### src/rtl/sync_div_pkg.sv
package sync_div_pkg;
  parameter int unsigned DIV_W      = 6;
  parameter int unsigned SYNC_FLOPS = 2;
  parameter int unsigned MIN_STATE  = 2;
endpackage

### src/rtl/sync_edge_detect.sv
module sync_edge_detect #(
  parameter int unsigned STAGES = sync_div_pkg::SYNC_FLOPS
) (
  input  logic clk_i,
  input  logic rst_ni,
  input  logic sync_i,
  output logic pulse_o
);
  logic [STAGES-1:0] sync_q;
  logic              prev_q;

  generate
    for (genvar g = 0; g < STAGES; g++) begin : g_stage
      if (g == 0) begin : g_first
        always_ff @(posedge clk_i or negedge rst_ni)
          if (!rst_ni) sync_q[g] <= 1'b0;
          else         sync_q[g] <= sync_i;
      end else begin : g_next
        always_ff @(posedge clk_i or negedge rst_ni)
          if (!rst_ni) sync_q[g] <= 1'b0;
          else         sync_q[g] <= sync_q[g-1];
      end
    end
  endgenerate

  always_ff @(posedge clk_i or negedge rst_ni)
    if (!rst_ni) prev_q <= 1'b0;
    else         prev_q <= sync_q[STAGES-1];

  assign pulse_o = sync_q[STAGES-1] & ~prev_q;

  AST_PULSE_ONE_CYCLE: assert property (@(posedge clk_i) disable iff (!rst_ni)
    pulse_o |=> !pulse_o);

  AST_HELD_NO_REPULSE: assert property (@(posedge clk_i) disable iff (!rst_ni)
    (pulse_o && sync_q[STAGES-1]) |=> !pulse_o);
endmodule

### src/rtl/preset_clamp.sv
module preset_clamp #(
  parameter int unsigned W   = sync_div_pkg::DIV_W,
  parameter int unsigned MIN = sync_div_pkg::MIN_STATE
) (
  input  logic [W-1:0] preset_i,
  input  logic [W-1:0] ratio_i,
  output logic [W-1:0] ratio_eff_o,
  output logic [W-1:0] preset_eff_o
);
  localparam logic [W-1:0] MinV = W'(MIN);

  always_comb begin
    ratio_eff_o = (ratio_i < MinV) ? MinV : ratio_i;
    if (preset_i < MinV)             preset_eff_o = MinV;
    else if (preset_i > ratio_eff_o) preset_eff_o = ratio_eff_o;
    else                             preset_eff_o = preset_i;
  end
endmodule

### src/rtl/phase_down_counter.sv
module phase_down_counter #(
  parameter int unsigned W = sync_div_pkg::DIV_W
) (
  input  logic         clk_i,
  input  logic         rst_ni,
  input  logic         load_i,
  input  logic [W-1:0] preset_i,
  input  logic [W-1:0] ratio_i,
  output logic [W-1:0] state_o,
  output logic         strobe_o
);
  localparam logic [W-1:0] One = W'(1);

  logic         init_q;
  logic [W-1:0] ratio_q;
  logic [W-1:0] cnt_q;

  always_ff @(posedge clk_i or negedge rst_ni) begin
    if (!rst_ni) begin
      init_q  <= 1'b0;
      ratio_q <= '0;
      cnt_q   <= '0;
    end else if (!init_q) begin
      init_q  <= 1'b1;
      ratio_q <= ratio_i;
      cnt_q   <= ratio_i;
    end else if (load_i) begin
      ratio_q <= ratio_i;
      cnt_q   <= preset_i;
    end else if (cnt_q == One) begin
      cnt_q   <= ratio_q;
    end else begin
      cnt_q   <= cnt_q - One;
    end
  end

  assign state_o  = cnt_q;
  assign strobe_o = (cnt_q == One);

  AST_STATE_RANGE: assert property (@(posedge clk_i) disable iff (!rst_ni)
    init_q |-> (cnt_q >= One && cnt_q <= ratio_q));

  AST_COUNT_DOWN: assert property (@(posedge clk_i) disable iff (!rst_ni)
    (init_q && !load_i && cnt_q > One) |=> cnt_q == $past(cnt_q) - One);

  AST_RELOAD: assert property (@(posedge clk_i) disable iff (!rst_ni)
    (init_q && !load_i && cnt_q == One) |=> cnt_q == $past(ratio_q));

  AST_RATIO_HELD: assert property (@(posedge clk_i) disable iff (!rst_ni)
    (init_q && !load_i) |=> $stable(ratio_q));
endmodule

### src/rtl/sync_phase_divider.sv
module sync_phase_divider #(
  parameter int unsigned DIV_W  = sync_div_pkg::DIV_W,
  parameter int unsigned STAGES = sync_div_pkg::SYNC_FLOPS
) (
  input  logic             clk_i,
  input  logic             rst_ni,
  input  logic             sync_i,
  input  logic [DIV_W-1:0] preset_i,
  input  logic [DIV_W-1:0] ratio_i,
  output logic             sync_pulse_o,
  output logic [DIV_W-1:0] div_state_o,
  output logic             div_strobe_o
);
  logic             pulse;
  logic [DIV_W-1:0] ratio_eff;
  logic [DIV_W-1:0] preset_eff;

  sync_edge_detect #(.STAGES(STAGES)) u_edge (
    .clk_i   (clk_i),
    .rst_ni  (rst_ni),
    .sync_i  (sync_i),
    .pulse_o (pulse)
  );

  preset_clamp #(.W(DIV_W)) u_clamp (
    .preset_i     (preset_i),
    .ratio_i      (ratio_i),
    .ratio_eff_o  (ratio_eff),
    .preset_eff_o (preset_eff)
  );

  phase_down_counter #(.W(DIV_W)) u_cnt (
    .clk_i    (clk_i),
    .rst_ni   (rst_ni),
    .load_i   (pulse),
    .preset_i (preset_eff),
    .ratio_i  (ratio_eff),
    .state_o  (div_state_o),
    .strobe_o (div_strobe_o)
  );

  assign sync_pulse_o = pulse;

  AST_PRESET_APPLIED: assert property (@(posedge clk_i) disable iff (!rst_ni)
    sync_pulse_o |=> div_state_o == $past(preset_eff));

  AST_PRESET_FLOOR: assert property (@(posedge clk_i) disable iff (!rst_ni)
    sync_pulse_o |=> div_state_o >= DIV_W'(sync_div_pkg::MIN_STATE));

  AST_PRESET_CEIL: assert property (@(posedge clk_i) disable iff (!rst_ni)
    (sync_pulse_o && ratio_i >= DIV_W'(sync_div_pkg::MIN_STATE)) |=> div_state_o <= $past(ratio_i));

  AST_STROBE_ALIGN: assert property (@(posedge clk_i) disable iff (!rst_ni)
    div_strobe_o |=> (div_state_o != $past(div_state_o)));
endmodule

### config.mk
export PLATFORM = sky130hd
export DESIGN_NAME = sync_phase_divider
export DESIGN_NICKNAME = d
export VERILOG_FILES = /design/src/rtl/sync_div_pkg.sv /design/src/rtl/sync_edge_detect.sv /design/src/rtl/preset_clamp.sv /design/src/rtl/phase_down_counter.sv /design/src/rtl/sync_phase_divider.sv
export SDC_FILE = /design/constraint.sdc
export NUM_CORES = 1
export LEC_CHECK = 0
export ABC_CLOCK_PERIOD_IN_PS = 3330
export BUFFER_PORTS_ARGS = -buffer_cell sky130_fd_sc_hd__buf_2
export CORE_MARGIN = 8
export CORE_UTILIZATION = 50
export CTS_CLUSTER_DIAMETER = 30
export CTS_CLUSTER_SIZE = 24
export DETAILED_ROUTE_END_ITERATION = 6
export GPL_ROUTABILITY_DRIVEN = 1
export GPL_TIMING_DRIVEN = 0
export PLACE_DENSITY = 0.75
export SLEW_MARGIN = 10
export SYNTH_ARGS = -nofsm -noshare
export SYNTH_HDL_FRONTEND = slang
export SYNTH_SLANG_ARGS = --single-unit
export TNS_END_PERCENT = 20
### constraint.sdc
create_clock -name clk_i -period 3.33 [get_ports clk_i]
set_input_delay 0.666 -clock clk_i [delete_from_list [all_inputs] [get_ports clk_i]]
set_output_delay 0.666 -clock clk_i [all_outputs]
set_load 0.03 [all_outputs]
Yosys cells after proc, flatten, opt, wreduce, memory -nomap -nowiden
Index checks and enable logic that the tools add are counted.
{"block": "classes", "add_sub_neg": 1, "multipliers": 0, "div_mod_pow": 0, "order_cmp": 3, "n_eq_ne": 2, "n_shift": 0, "muxes": 8, "n_bitwise": 2, "reduce_logical": 0}
{"cell": "$mux 6", "n": 8}
{"cell": "$lt 6x2->1 const B", "n": 2}
{"cell": "$eq 6x1->1 const B", "n": 1}
{"cell": "$gt 6x6->1", "n": 1}
{"cell": "$sub 6x1->6 const B", "n": 1}
{"cell": "$ne 2x2->1 const B", "n": 1}
{"cell": "$and 1x1->1", "n": 1}
{"cell": "$not 1->1", "n": 1}
{"block": "word_totals", "register_bits": 16, "latchBits": 0, "ram_bits": 0, "romBits": 0, "input_bits": 15, "out_inout_bits": 8, "elab_cells": 22, "memories": 0}

Logic depth before layout (Yosys ltp)
Gate-level depths: netlist of the first run.
{"block": "depth", "word_depth": 7, "depth_mapped": 8, "ltp_nobuf": 8}

Cells and area by module
From an unflattened synthesis of the first run, not the netlist that was laid out.
{"block": "hier_totals", "cells_unflattened": 128, "area_unflattened_um2": 1136.1}
{"mod": "phase_down_counter", "n_inst": 1, "cells_per_inst": 75, "area_each_um2": 714.4, "seq_area_each_um2": 325.3}
{"mod": "preset_clamp", "n_inst": 1, "cells_per_inst": 49, "area_each_um2": 332.8, "seq_area_each_um2": 0.0}
{"mod": "sync_edge_detect", "n_inst": 1, "cells_per_inst": 4, "area_each_um2": 88.8, "seq_area_each_um2": 75.1}

Least setup slack after synthesis of the first run
No wires, ideal clock.
{"block": "synth_path", "path_kind": "input to register", "startpoint": "input port ratio_i[4]", "endpoint": "register u_cnt.cnt_q[5] (netlist: u_cnt.state_o[5])", "setup_ns": 0.126, "t_arrival_ns": 2.280, "required_time_ns": 3.204, "setup_slack_ns": 0.924, "cell_stages": 8, "path_buffers": 0, "path_cell_list": "nor4_1 nor2_1 ha_1 nand2b_1 a21oi_1 o32ai_2 o21ai_2 a221o_1"}
{"block": "synth_via", "elab_chain_cells": 7}
{"item": "start: declaration", "line": "sync_phase_divider.sv:9", "rtl": "input logic [DIV_W-1:0] ratio_i,"}
{"item": "$lt 6x2->1", "line": "preset_clamp.sv:13", "rtl": "ratio_eff_o = (ratio_i < MinV) ? MinV : ratio_i;"}
{"item": "$mux 6 *", "line": "preset_clamp.sv:13"}
{"item": "$gt 6x6->1", "line": "preset_clamp.sv:15", "rtl": "else if (preset_i > ratio_eff_o) preset_eff_o = ratio_eff_o;"}
{"item": "$mux 6", "line": "preset_clamp.sv:15"}
{"item": "$mux 6", "line": "preset_clamp.sv:14", "rtl": "if (preset_i < MinV) preset_eff_o = MinV;"}
{"item": "$mux 6", "line": "phase_down_counter.sv:27", "rtl": "end else if (load_i) begin"}
{"item": "$mux 6 *", "line": "phase_down_counter.sv:23", "rtl": "end else if (!init_q) begin"}
{"item": "end signal: assignment", "line": "phase_down_counter.sv:26", "rtl": "cnt_q <= ratio_i;"}
{"item": "end signal: assignment", "line": "phase_down_counter.sv:29", "rtl": "cnt_q <= preset_i;"}
{"item": "end signal: assignment", "line": "phase_down_counter.sv:31", "rtl": "cnt_q <= ratio_q;"}
{"item": "end: declaration", "line": "phase_down_counter.sv:16", "rtl": "logic [W-1:0] cnt_q;"}
Mark *: on every way between the ends. The rest lies on a longest branch, timed or not.
A chain may end at the register's enable or synchronous reset.

Worst setup path in the final report of the first run
Same ends and word-level chain as after synthesis.

==> impl_results.html, run 1 <==
<table>
<tr><th>Metric</th><th>Value</th></tr>
<tr><th colspan="2">Synthesis</th></tr>
<tr><td>Most frequent cell after synthesis</td><td>sky130_fd_sc_hd__dfrtp_1</td></tr>
<tr><td>Mapped Nets</td><td>118</td></tr>
<tr><td>Commonest register cell after synthesis</td><td>sky130_fd_sc_hd__dfrtp_1</td></tr>
<tr><td>Area of the mapped netlist</td><td>~960 sq um</td></tr>
<tr><td>Library cell occupying the most area in the post-synthesis netlist</td><td>sky130_fd_sc_hd__dfrtp_1</td></tr>
<tr><td>Yosys reg bits</td><td>16</td></tr>
<tr><td>Ys Warns</td><td>0</td></tr>
<tr><td>Cells taking the most area after synthesis</td><td>sky130_fd_sc_hd__dfrtp_1 42%, sky130_fd_sc_hd__ha_1 10%, sky130_fd_sc_hd__mux2_2 7.0%</td></tr>
<tr><td>Number of flops mapped to enable cells by yosys</td><td>0</td></tr>
<tr><td>Synth unique cells</td><td>30</td></tr>
<tr><td>Post-Syn Instances</td><td>95</td></tr>
<tr><td>Share of synthesized area occupied by flip-flops and latches</td><td>41.6%</td></tr>
<tr><td>Synth cell count leaders</td><td>16 x sky130_fd_sc_hd__dfrtp_1, 11 x sky130_fd_sc_hd__nor2_1, 10 x sky130_fd_sc_hd__inv_1</td></tr>
<tr><td>Post-Syn Area per Cell</td><td>10.1 sq um</td></tr>
<tr><td>Ys async rst share</td><td>100%</td></tr>
<tr><td>Area share of the largest cell type after synthesis</td><td>41.6%</td></tr>
<tr><th colspan="2">Floorplanning</th></tr>
<tr><td>Area of the die</td><td>3580 sq um</td></tr>
<tr><td>Die Width</td><td>between 50 and 60 um</td></tr>
<tr><td>Row count</td><td>16</td></tr>
<tr><td>Floorplan die height</td><td>approximately 60 um</td></tr>
<tr><td>Top-level port count</td><td>23</td></tr>
<tr><td>Total core area</td><td>1880 sq um</td></tr>
<tr><td>Effective utilization at floorplan</td><td>a little over 50%</td></tr>
<tr><th colspan="2">Route</th></tr>
<tr><td>Detailed-route wire length</td><td>2.17 mm</td></tr>
<tr><td>Initial drt markers</td><td>17</td></tr>
<tr><td>Vias per cell</td><td>approximately 5.4</td></tr>
<tr><td>Post-route DRC violation count</td><td>0</td></tr>
<tr><td>Post-DR wirelength/cell</td><td>14.7 um</td></tr>
<tr><td>Antenna Nets Post-Route</td><td>0</td></tr>
<tr><td>First-pass iteration count of the detailed router</td><td>4</td></tr>
<tr><td>Total number of vias</td><td>795</td></tr>
<tr><th colspan="2">STA</th></tr>
<tr><td>Hold slack</td><td>around 0.27 ns</td></tr>
<tr><td>Final setup vio count</td><td>0</td></tr>
<tr><td>Final Hold Fails</td><td>0</td></tr>
<tr><td>FMAX</td><td>just under 400 MHz</td></tr>
<tr><td>Min Tclk post-route</td><td>~2.6 ns</td></tr>
<tr><td>Setup repair after global routing missed its margin</td><td>false</td></tr>
<tr><td>Layout Skew</td><td>0.00352 ns</td></tr>
<tr><td>Pins over their slew limit</td><td>0</td></tr>
<tr><td>Setup WS post-layout</td><td>0.764 ns</td></tr>
<tr><td>Setup tns final</td><td>0 ns</td></tr>
<tr><td>Final critical-path share of the clock period</td><td>between 70% and 80%</td></tr>
<tr><th colspan="2">Worst setup path</th></tr>
<tr><td>Data arrival at the endpoint of the critical path</td><td>~2.7 ns</td></tr>
<tr><td>Type of the worst setup path</td><td>input pin to flop</td></tr>
<tr><td>Critical path, cell by cell</td><td>buf_2 &gt; nor4_1 &gt; nor2_1 &gt; ha_1 &gt; nand2b_1 &gt; a21oi_1 &gt; o32ai_2 &gt; o21ai_2 &gt; a221o_1</td></tr>
<tr><td>Crit path max fanout</td><td>6</td></tr>
<tr><td>Slowest Stage Delay on Critical Path</td><td>0.43 ns</td></tr>
<tr><td>R2r startpoint</td><td>u_cnt.state_o[2]$_DFF_PN0_</td></tr>
<tr><td>Critical Path Sink Type</td><td>flop</td></tr>
<tr><td>First element of the critical path</td><td>ratio_i[4]</td></tr>
<tr><td>Worst path slowest cell</td><td>sky130_fd_sc_hd__nor4_1</td></tr>
<tr><td>Type of element launching the critical path</td><td>input pin</td></tr>
<tr><td>Worst path required time</td><td>around 3.5 ns</td></tr>
<tr><th colspan="2">Clocking</th></tr>
<tr><td>Num CTS Buffers</td><td>3</td></tr>
<tr><td>Clk Latency, worst-skew pair</td><td>approximately 0.28 ns</td></tr>
<tr><td>Buffer type at the clock tree root</td><td>sky130_fd_sc_hd__clkbuf_4</td></tr>
<tr><td>Post-cts gate resize count</td><td>0</td></tr>
<tr><td>Post-CTS setup buffers</td><td>0</td></tr>
<tr><td># hold bufs at CTS</td><td>0</td></tr>
<tr><td>Clk pin slew, worst setup/hold paths</td><td>0.09 ns</td></tr>
<tr><td>H-tree levels</td><td>1</td></tr>
<tr><td>CTS tree</td><td>done</td></tr>
<tr><td>Number of sinks handled by clock tree synthesis</td><td>16</td></tr>
<tr><td>Deepest clock path buffer count</td><td>2</td></tr>
<tr><th colspan="2">Final layout</th></tr>
<tr><td>Fraction of layout instances using a drive strength above 1</td><td>31.4%</td></tr>
<tr><td>Share of the core filled with cells in the final layout</td><td>60.7%</td></tr>
<tr><td>Count of nets after finishing</td><td>145</td></tr>
<tr><td>Number of antenna repair diodes</td><td>0</td></tr>
<tr><td>Count of placed standard cells in the final layout, fillers left out</td><td>148</td></tr>
<tr><td>Area Growth Syn to Fin</td><td>18.7%</td></tr>
<tr><td>Fin area</td><td>1140 sq um</td></tr>
<tr><th colspan="2">GRT</th></tr>
<tr><td>Total gr overflow</td><td>0</td></tr>
<tr><td>Wire length of the first global-routing pass</td><td>3.58 mm</td></tr>
<tr><td>Number of antenna violations at the first check in global routing</td><td>0</td></tr>
<tr><td>Number of global-route vias before repair</td><td>800</td></tr>
<tr><td>Pin count of the biggest net entering global routing</td><td>17</td></tr>
<tr><td>Total Routing Usage GR</td><td>12.9%</td></tr>
<tr><th colspan="2">Power and ir drop</th></tr>
<tr><td>Share of power burned in the clock network</td><td>24.8%</td></tr>
<tr><td>Worst IR drop on VDD</td><td>0.314 mV</td></tr>
<tr><td>Int Power</td><td>approximately 0.34 mW</td></tr>
<tr><td>Switching Power</td><td>between 0.15 and 0.2 mW</td></tr>
<tr><td>Power per cell area</td><td>448 nW/um^2</td></tr>
<tr><td>Leakage component of the power</td><td>0.574 nW</td></tr>
<tr><td>Part of the power in registers</td><td>45.9%</td></tr>
<tr><td>Switching portion of total power</td><td>32.9%</td></tr>
<tr><td>Design Power</td><td>0.512 mW</td></tr>
<tr><td>Portion of total power attributed to combinational logic</td><td>between 20 and 30%</td></tr>
<tr><th colspan="2">Place</th></tr>
<tr><td>Worst setup slack after placement</td><td>roughly 0.51 ns</td></tr>
<tr><td>Half-perimeter wire length after placement</td><td>1.73 mm</td></tr>
<tr><td>Placed Instance Area</td><td>roughly 1100 sq um</td></tr>
<tr><td>Number of cells after detailed placement</td><td>144</td></tr>
<tr><td>Port Buffers</td><td>22</td></tr>
<tr><td>Weighted congestion at the end of routability-driven global placement</td><td>a little under 0.8</td></tr>
<tr><th colspan="2">Outcome</th></tr>
<tr><td>Status</td><td>complete, no violations</td></tr>
<tr><th colspan="2">Run</th></tr>
<tr><td>Max-cap violations</td><td>0</td></tr>
<tr><th colspan="2">Worst hold path</th></tr>
<tr><td>Path class of the lowest-slack min-delay path</td><td>input pin to async pin</td></tr>
</table>
==> critical path: cells and delay by family <==
kind	cells	cell delay, ns
AO/OA/AOI/OAI	4	0.97
adder cells (fa/ha/maj)	1	0.32
buffers and inverters	1	0.13
AND/OR/NAND/NOR	3	0.65
==> per-layer routing <==
| layer | share of wire (%) | track usage (%) | vias up |
|---|---|---|---|
| met5 | 0 | 0 | - |
| met3 | 4.6 | 4.52 | 0 |
| met2 | 51 | 22.8 | 16 |
| li1 | - | - | 391 |
| met1 | 45 | 14.8 | 388 |
| met4 | 0 | 2.04 | 0 |
==> area by class of cell <==
class	instances	area, sq um
sequential	16	400
timing repair buffer	22	110
fill	184	739
clock buffer	4	36.3
inverter	10	37.5
tap	27	33.8
buffer	2	8.76
multi-input combinational	67	515
==> sequential cells by signal, summed over array words and instances, names as in the netlist <==
register       cells
u_cnt.ratio_q      6
u_edge.sync_q      2
u_edge.prev_q      1
u_cnt.init_q       1
u_cnt.state_o      6
==> cell families (layout without fill, tap and decap cells) <==
group | count (synthesis) | after routing | share of synthesized area (%)
XOR/XNOR | 3 | 3 | 2.73
AO/OA/AOI/OAI | 21 | 21 | 18.3
AND/OR/NAND/NOR | 28 | 28 | 14.7
buffers and inverters | 12 | 38 | 4.81
adder cells (fa/ha/maj) | 8 | 8 | 10.4
other | 1 | 1 | 0.390
flip-flops | 16 | 16 | 41.6
multiplexers | 6 | 6 | 7.02
==> placed cells by master, fill, tap and decap left out, types with 2 or more instances in the layout <==
cell                       synthesis  layout
sky130_fd_sc_hd__dfrtp_1          16      16
sky130_fd_sc_hd__xnor2_1           2       2
sky130_fd_sc_hd__nand2_1           4       4
sky130_fd_sc_hd__a211oi_1          5       5
sky130_fd_sc_hd__a221o_1           4       4
sky130_fd_sc_hd__nand2b_1          2       2
sky130_fd_sc_hd__and3_1            3       3
sky130_fd_sc_hd__inv_1            10      10
sky130_fd_sc_hd__nor2_1           11      11
sky130_fd_sc_hd__clkbuf_4          0       3
sky130_fd_sc_hd__mux2_2            6       6
sky130_fd_sc_hd__ha_1              8       8
sky130_fd_sc_hd__nor3_1            2       2
sky130_fd_sc_hd__buf_2             1      23
sky130_fd_sc_hd__a21oi_1           5       5
==> worst paths after layout <==
kind | to | slack, ns | depth (start not counted)
max in group asynchronous | u_cnt.state_o[1]$_DFF_PN0_ | 2.80 | 1
worst max register to register | u_cnt.state_o[4]$_DFF_PN0_ | 1.55 | 6
worst min-delay path | u_cnt.ratio_q[4]$_DFFE_PN0P_ | 0.27 | 1
worst min register to register | u_edge.sync_q[1]$_DFF_PN0_ | 0.37 | 0
min in group clk_i | u_edge.sync_q[1]$_DFF_PN0_ | 0.37 | 0
worst max-delay path | u_cnt.state_o[5]$_DFF_PN0_ | 0.76 | 9
==> power by group through the flow <==
stage                     sequential [mW]  clock [mW]  combinational (mW)
after floorplan                     0.258           0              0.0796
after global placement              0.236           0               0.146
after detailed placement            0.239           0               0.149
after CTS                           0.235       0.133               0.151
after global routing                0.238       0.141               0.164
final                               0.235       0.127               0.150
Power figures use the tool's default switching activity.
==> inputs of run 2 (changes only) <==
- ABC_CLOCK_PERIOD_IN_PS: 3330 -> 2050
- CORE_UTILIZATION: 50 -> 46
- PLACE_DENSITY: 0.75 -> 0.73
- clock period: 3.33 -> 2.05 ns (I/O delays scaled with it)
==> run 2 against run 1 <==
  * Register-to-register slack lost 1.2 ns
  * Sequential cell count did not move
  * Highest routed layer is now met4
  * Global-route usage grew 0.52 points
  * Clock skew increased by 0.0011 ns
  * Critical path depth stayed put
  * Hold slack got worse by 0.26 ns
==> impl_results.html, run 2 (synthesis gave the netlist of run 1 again) <==
<table>
<tr><th>Metric</th><th>Value</th></tr>
<tr><th colspan="2">GRT</th></tr>
<tr><td>Total Routing Usage GR</td><td>13.5% (+0.52 points)</td></tr>
<tr><td>Wire length of the first global-routing pass</td><td>3.80 mm (+6.0%)</td></tr>
<tr><td>Number of global-route vias before repair</td><td>815 (+1.9%)</td></tr>
<tr><td>Number of antenna violations at the first check in global routing</td><td>0 (unchanged)</td></tr>
<tr><td>Total gr overflow</td><td>0 (unchanged)</td></tr>
<tr><td>Pin count of the biggest net entering global routing</td><td>17 (unchanged)</td></tr>
<tr><th colspan="2">Route</th></tr>
<tr><td>Antenna Nets Post-Route</td><td>0 (unchanged)</td></tr>
<tr><td>Detailed-route wire length</td><td>2.36 mm (+8.9%)</td></tr>
<tr><td>First-pass iteration count of the detailed router</td><td>4 (unchanged)</td></tr>
<tr><td>Vias per cell</td><td>5.36 (-0.18%)</td></tr>
<tr><td>Total number of vias</td><td>815 (+2.5%)</td></tr>
<tr><td>Post-DR wirelength/cell</td><td>15.6 um (+6.1%)</td></tr>
<tr><td>Post-route DRC violation count</td><td>0 (unchanged)</td></tr>
<tr><td>Initial drt markers</td><td>30 (+13)</td></tr>
<tr><th colspan="2">Place</th></tr>
<tr><td>Worst setup slack after placement</td><td>-0.370 ns (-0.884 ns)</td></tr>
<tr><td>Weighted congestion at the end of routability-driven global placement</td><td>0.761 (-4.3%)</td></tr>
<tr><td>Port Buffers</td><td>22 (unchanged)</td></tr>
<tr><td>Half-perimeter wire length after placement</td><td>1.78 mm (+2.9%)</td></tr>
<tr><th colspan="2">Worst hold path</th></tr>
<tr><td>Path class of the lowest-slack min-delay path</td><td>input pin to async pin</td></tr>
<tr><th colspan="2">Final layout</th></tr>
<tr><td>Sequential cell area</td><td>400 sq um (unchanged)</td></tr>
<tr><td>Number of fillers in the final layout</td><td>178 (-3.3%)</td></tr>
<tr><td>Most common library cell in the layout ignoring fill and taps</td><td>sky130_fd_sc_hd__buf_2</td></tr>
<tr><td>Count of nets after finishing</td><td>149 (+2.8%)</td></tr>
<tr><td>Share of the core filled with cells in the final layout</td><td>64.5% (+3.8 points)</td></tr>
<tr><td>Commonest cells after routing, fill and taps aside</td><td>21 x sky130_fd_sc_hd__buf_2, 16 x sky130_fd_sc_hd__dfrtp_1, 10 x sky130_fd_sc_hd__inv_1, 10 x sky130_fd_sc_hd__nor2_1, 7 x sky130_fd_sc_hd__ha_1</td></tr>
<tr><td>Number of antenna repair diodes</td><td>0 (unchanged)</td></tr>
<tr><td>Area occupied by multi-input gates</td><td>592 sq um (+15%)</td></tr>
<tr><td>Area Growth Syn to Fin</td><td>31.5%</td></tr>
<tr><td>Fraction of layout instances using a drive strength above 1</td><td>40.0% (+8.6 points)</td></tr>
<tr><th colspan="2">Clocking</th></tr>
<tr><td># hold bufs at CTS</td><td>0 (unchanged)</td></tr>
<tr><td>Deepest clock path buffer count</td><td>2 (unchanged)</td></tr>
<tr><td>Clk pin slew, worst setup/hold paths</td><td>0.09 ns (about the same)</td></tr>
<tr><td>CTS tree</td><td>done</td></tr>
<tr><td>H-tree levels</td><td>1 (unchanged)</td></tr>
<tr><td>Buffer type at the clock tree root</td><td>sky130_fd_sc_hd__clkbuf_4</td></tr>
<tr><td>Clk Latency, worst-skew pair</td><td>0.29 ns (about the same)</td></tr>
<tr><td>Num CTS Buffers</td><td>3 (unchanged)</td></tr>
<tr><td>Number of sinks handled by clock tree synthesis</td><td>16 (unchanged)</td></tr>
<tr><th colspan="2">Floorplanning</th></tr>
<tr><td>Total core area</td><td>1960 sq um (+4.3%)</td></tr>
<tr><td>Row count</td><td>16 (unchanged)</td></tr>
<tr><td>Top-level port count</td><td>23 (unchanged)</td></tr>
<tr><td>Floorplan die height</td><td>61.7 um (+3.1%)</td></tr>
<tr><td>Die Width</td><td>61.7 um (+3.1%)</td></tr>
<tr><td>Area of the die</td><td>3810 sq um (+6.3%)</td></tr>
<tr><td>Effective utilization at floorplan</td><td>49.0% (-2.1 points)</td></tr>
<tr><th colspan="2">Run</th></tr>
<tr><td>Max-cap violations</td><td>0 (unchanged)</td></tr>
<tr><th colspan="2">Worst setup path</th></tr>
<tr><td>Slowest Stage Delay on Critical Path</td><td>0.35 ns (-0.08 ns)</td></tr>
<tr><td>Type of element launching the critical path</td><td>input pin</td></tr>
<tr><td>Crit path max-delay family</td><td>compound AO/OA/AOI/OAI gates</td></tr>
<tr><td>Worst path slowest cell</td><td>sky130_fd_sc_hd__nor4_4</td></tr>
<tr><td>Crit path max fanout</td><td>6 (unchanged)</td></tr>
<tr><td>Critical path buffers and inverters</td><td>1 (unchanged)</td></tr>
<tr><td>Type of the worst setup path</td><td>input pin to flop</td></tr>
<tr><td>Data arrival at the endpoint of the critical path</td><td>2.19 ns (-0.55 ns)</td></tr>
<tr><td>Critical path, cell by cell</td><td>buf_6 &gt; nor4_4 &gt; nor2_2 &gt; ha_4 &gt; nand2b_4 &gt; a21oi_4 &gt; o32ai_4 &gt; o21ai_4 &gt; a221o_1</td></tr>
<tr><td>Critical Path Sink Type</td><td>flop</td></tr>
<tr><td>Worst path required time</td><td>2.22 ns (-1.29 ns)</td></tr>
<tr><th colspan="2">STA</th></tr>
<tr><td>Layout Skew</td><td>0.00464 ns (+0.00112 ns)</td></tr>
<tr><td>Final critical-path share of the clock period</td><td>98.1%</td></tr>
<tr><td>Final setup vio count</td><td>0 (unchanged)</td></tr>
<tr><td>Min Tclk post-route</td><td>2.01 ns</td></tr>
<tr><td>Hold slack</td><td>0.00689 ns (-0.264 ns)</td></tr>
<tr><td>Setup WS post-layout</td><td>0.0391 ns (-0.725 ns)</td></tr>
<tr><td>Setup tns final</td><td>0 ns (unchanged)</td></tr>
<tr><td>FMAX</td><td>a little under 500 MHz</td></tr>
<tr><td>Final Hold Fails</td><td>0 (unchanged)</td></tr>
<tr><td>Pins over their slew limit</td><td>0 (unchanged)</td></tr>
<tr><th colspan="2">Power and ir drop</th></tr>
<tr><td>Power per cell area</td><td>685 nW/um^2 (+53%)</td></tr>
<tr><td>Worst IR drop on VDD</td><td>0.475 mV (+52%)</td></tr>
<tr><td>Design Power</td><td>0.867 mW (+69%)</td></tr>
<tr><td>Leakage component of the power</td><td>0.613 nW (+6.7%)</td></tr>
<tr><th colspan="2">Outcome</th></tr>
<tr><td>Status</td><td>complete, no violations</td></tr>
</table>
## run 2: repair_timing
item / in CTS / in global routing
pin swaps: 4 / 9
buffers inserted: 1 / 4
gates resized for setup: 2 / 11
setup endpoints to repair: 6 / 6
## run 2: worst paths after layout
path	start	end	slack [ns]	cells past startpoint
worst max-delay path	ratio_i[4]	u_cnt.state_o[2]$_DFF_PN0_	0.04	9
worst min-delay path	rst_ni	u_cnt.ratio_q[3]$_DFFE_PN0P_	0.007	1
worst max register to register	u_edge.prev_q$_DFF_PN0_	u_cnt.ratio_q[4]$_DFFE_PN0P_	0.38	4
worst min register to register	u_edge.sync_q[0]$_DFF_PN0_	u_edge.sync_q[1]$_DFF_PN0_	0.36	0
max in group asynchronous	rst_ni	u_cnt.state_o[0]$_DFF_PN0_	1.79	1
min in group clk_i	sync_i	u_edge.sync_q[0]$_DFF_PN0_	0.22	1
## run 2: layout make-up
type	instances	area share [%]
clock buffer	4	2.87
inverter	10	2.97
multi-input combinational	67	46.8
sequential	16	31.7
tap	27	2.67
buffer	1	0.396
timing repair buffer	27	12.7
## run 2: power breakdown
| group | leakage, nW | switching [mW] | total, mW | internal [mW] |
|---|---|---|---|---|
| sequential | 0.188 | 0.0322 | 0.382 | 0.350 |
| combinational | 0.404 | 0.158 | 0.279 | 0.121 |
| clock | 0.0210 | 0.0971 | 0.205 | 0.108 |
## run 2: per-stage QoR
stage	cells	instance area, sq um
after global placement	144	1120
final	152	1260
after global routing	152	1260
after floorplan	95	980
after detailed placement	144	1120
after CTS	148	1170
## run 2: layer usage
layer	vias up	track usage [%]	part of all wire, %
met5	-	0	0
met2	29	20.8	49
li1	398	-	-
met1	384	17.3	45
met3	4	2.67	4.5
met4	0	6.82	1.5
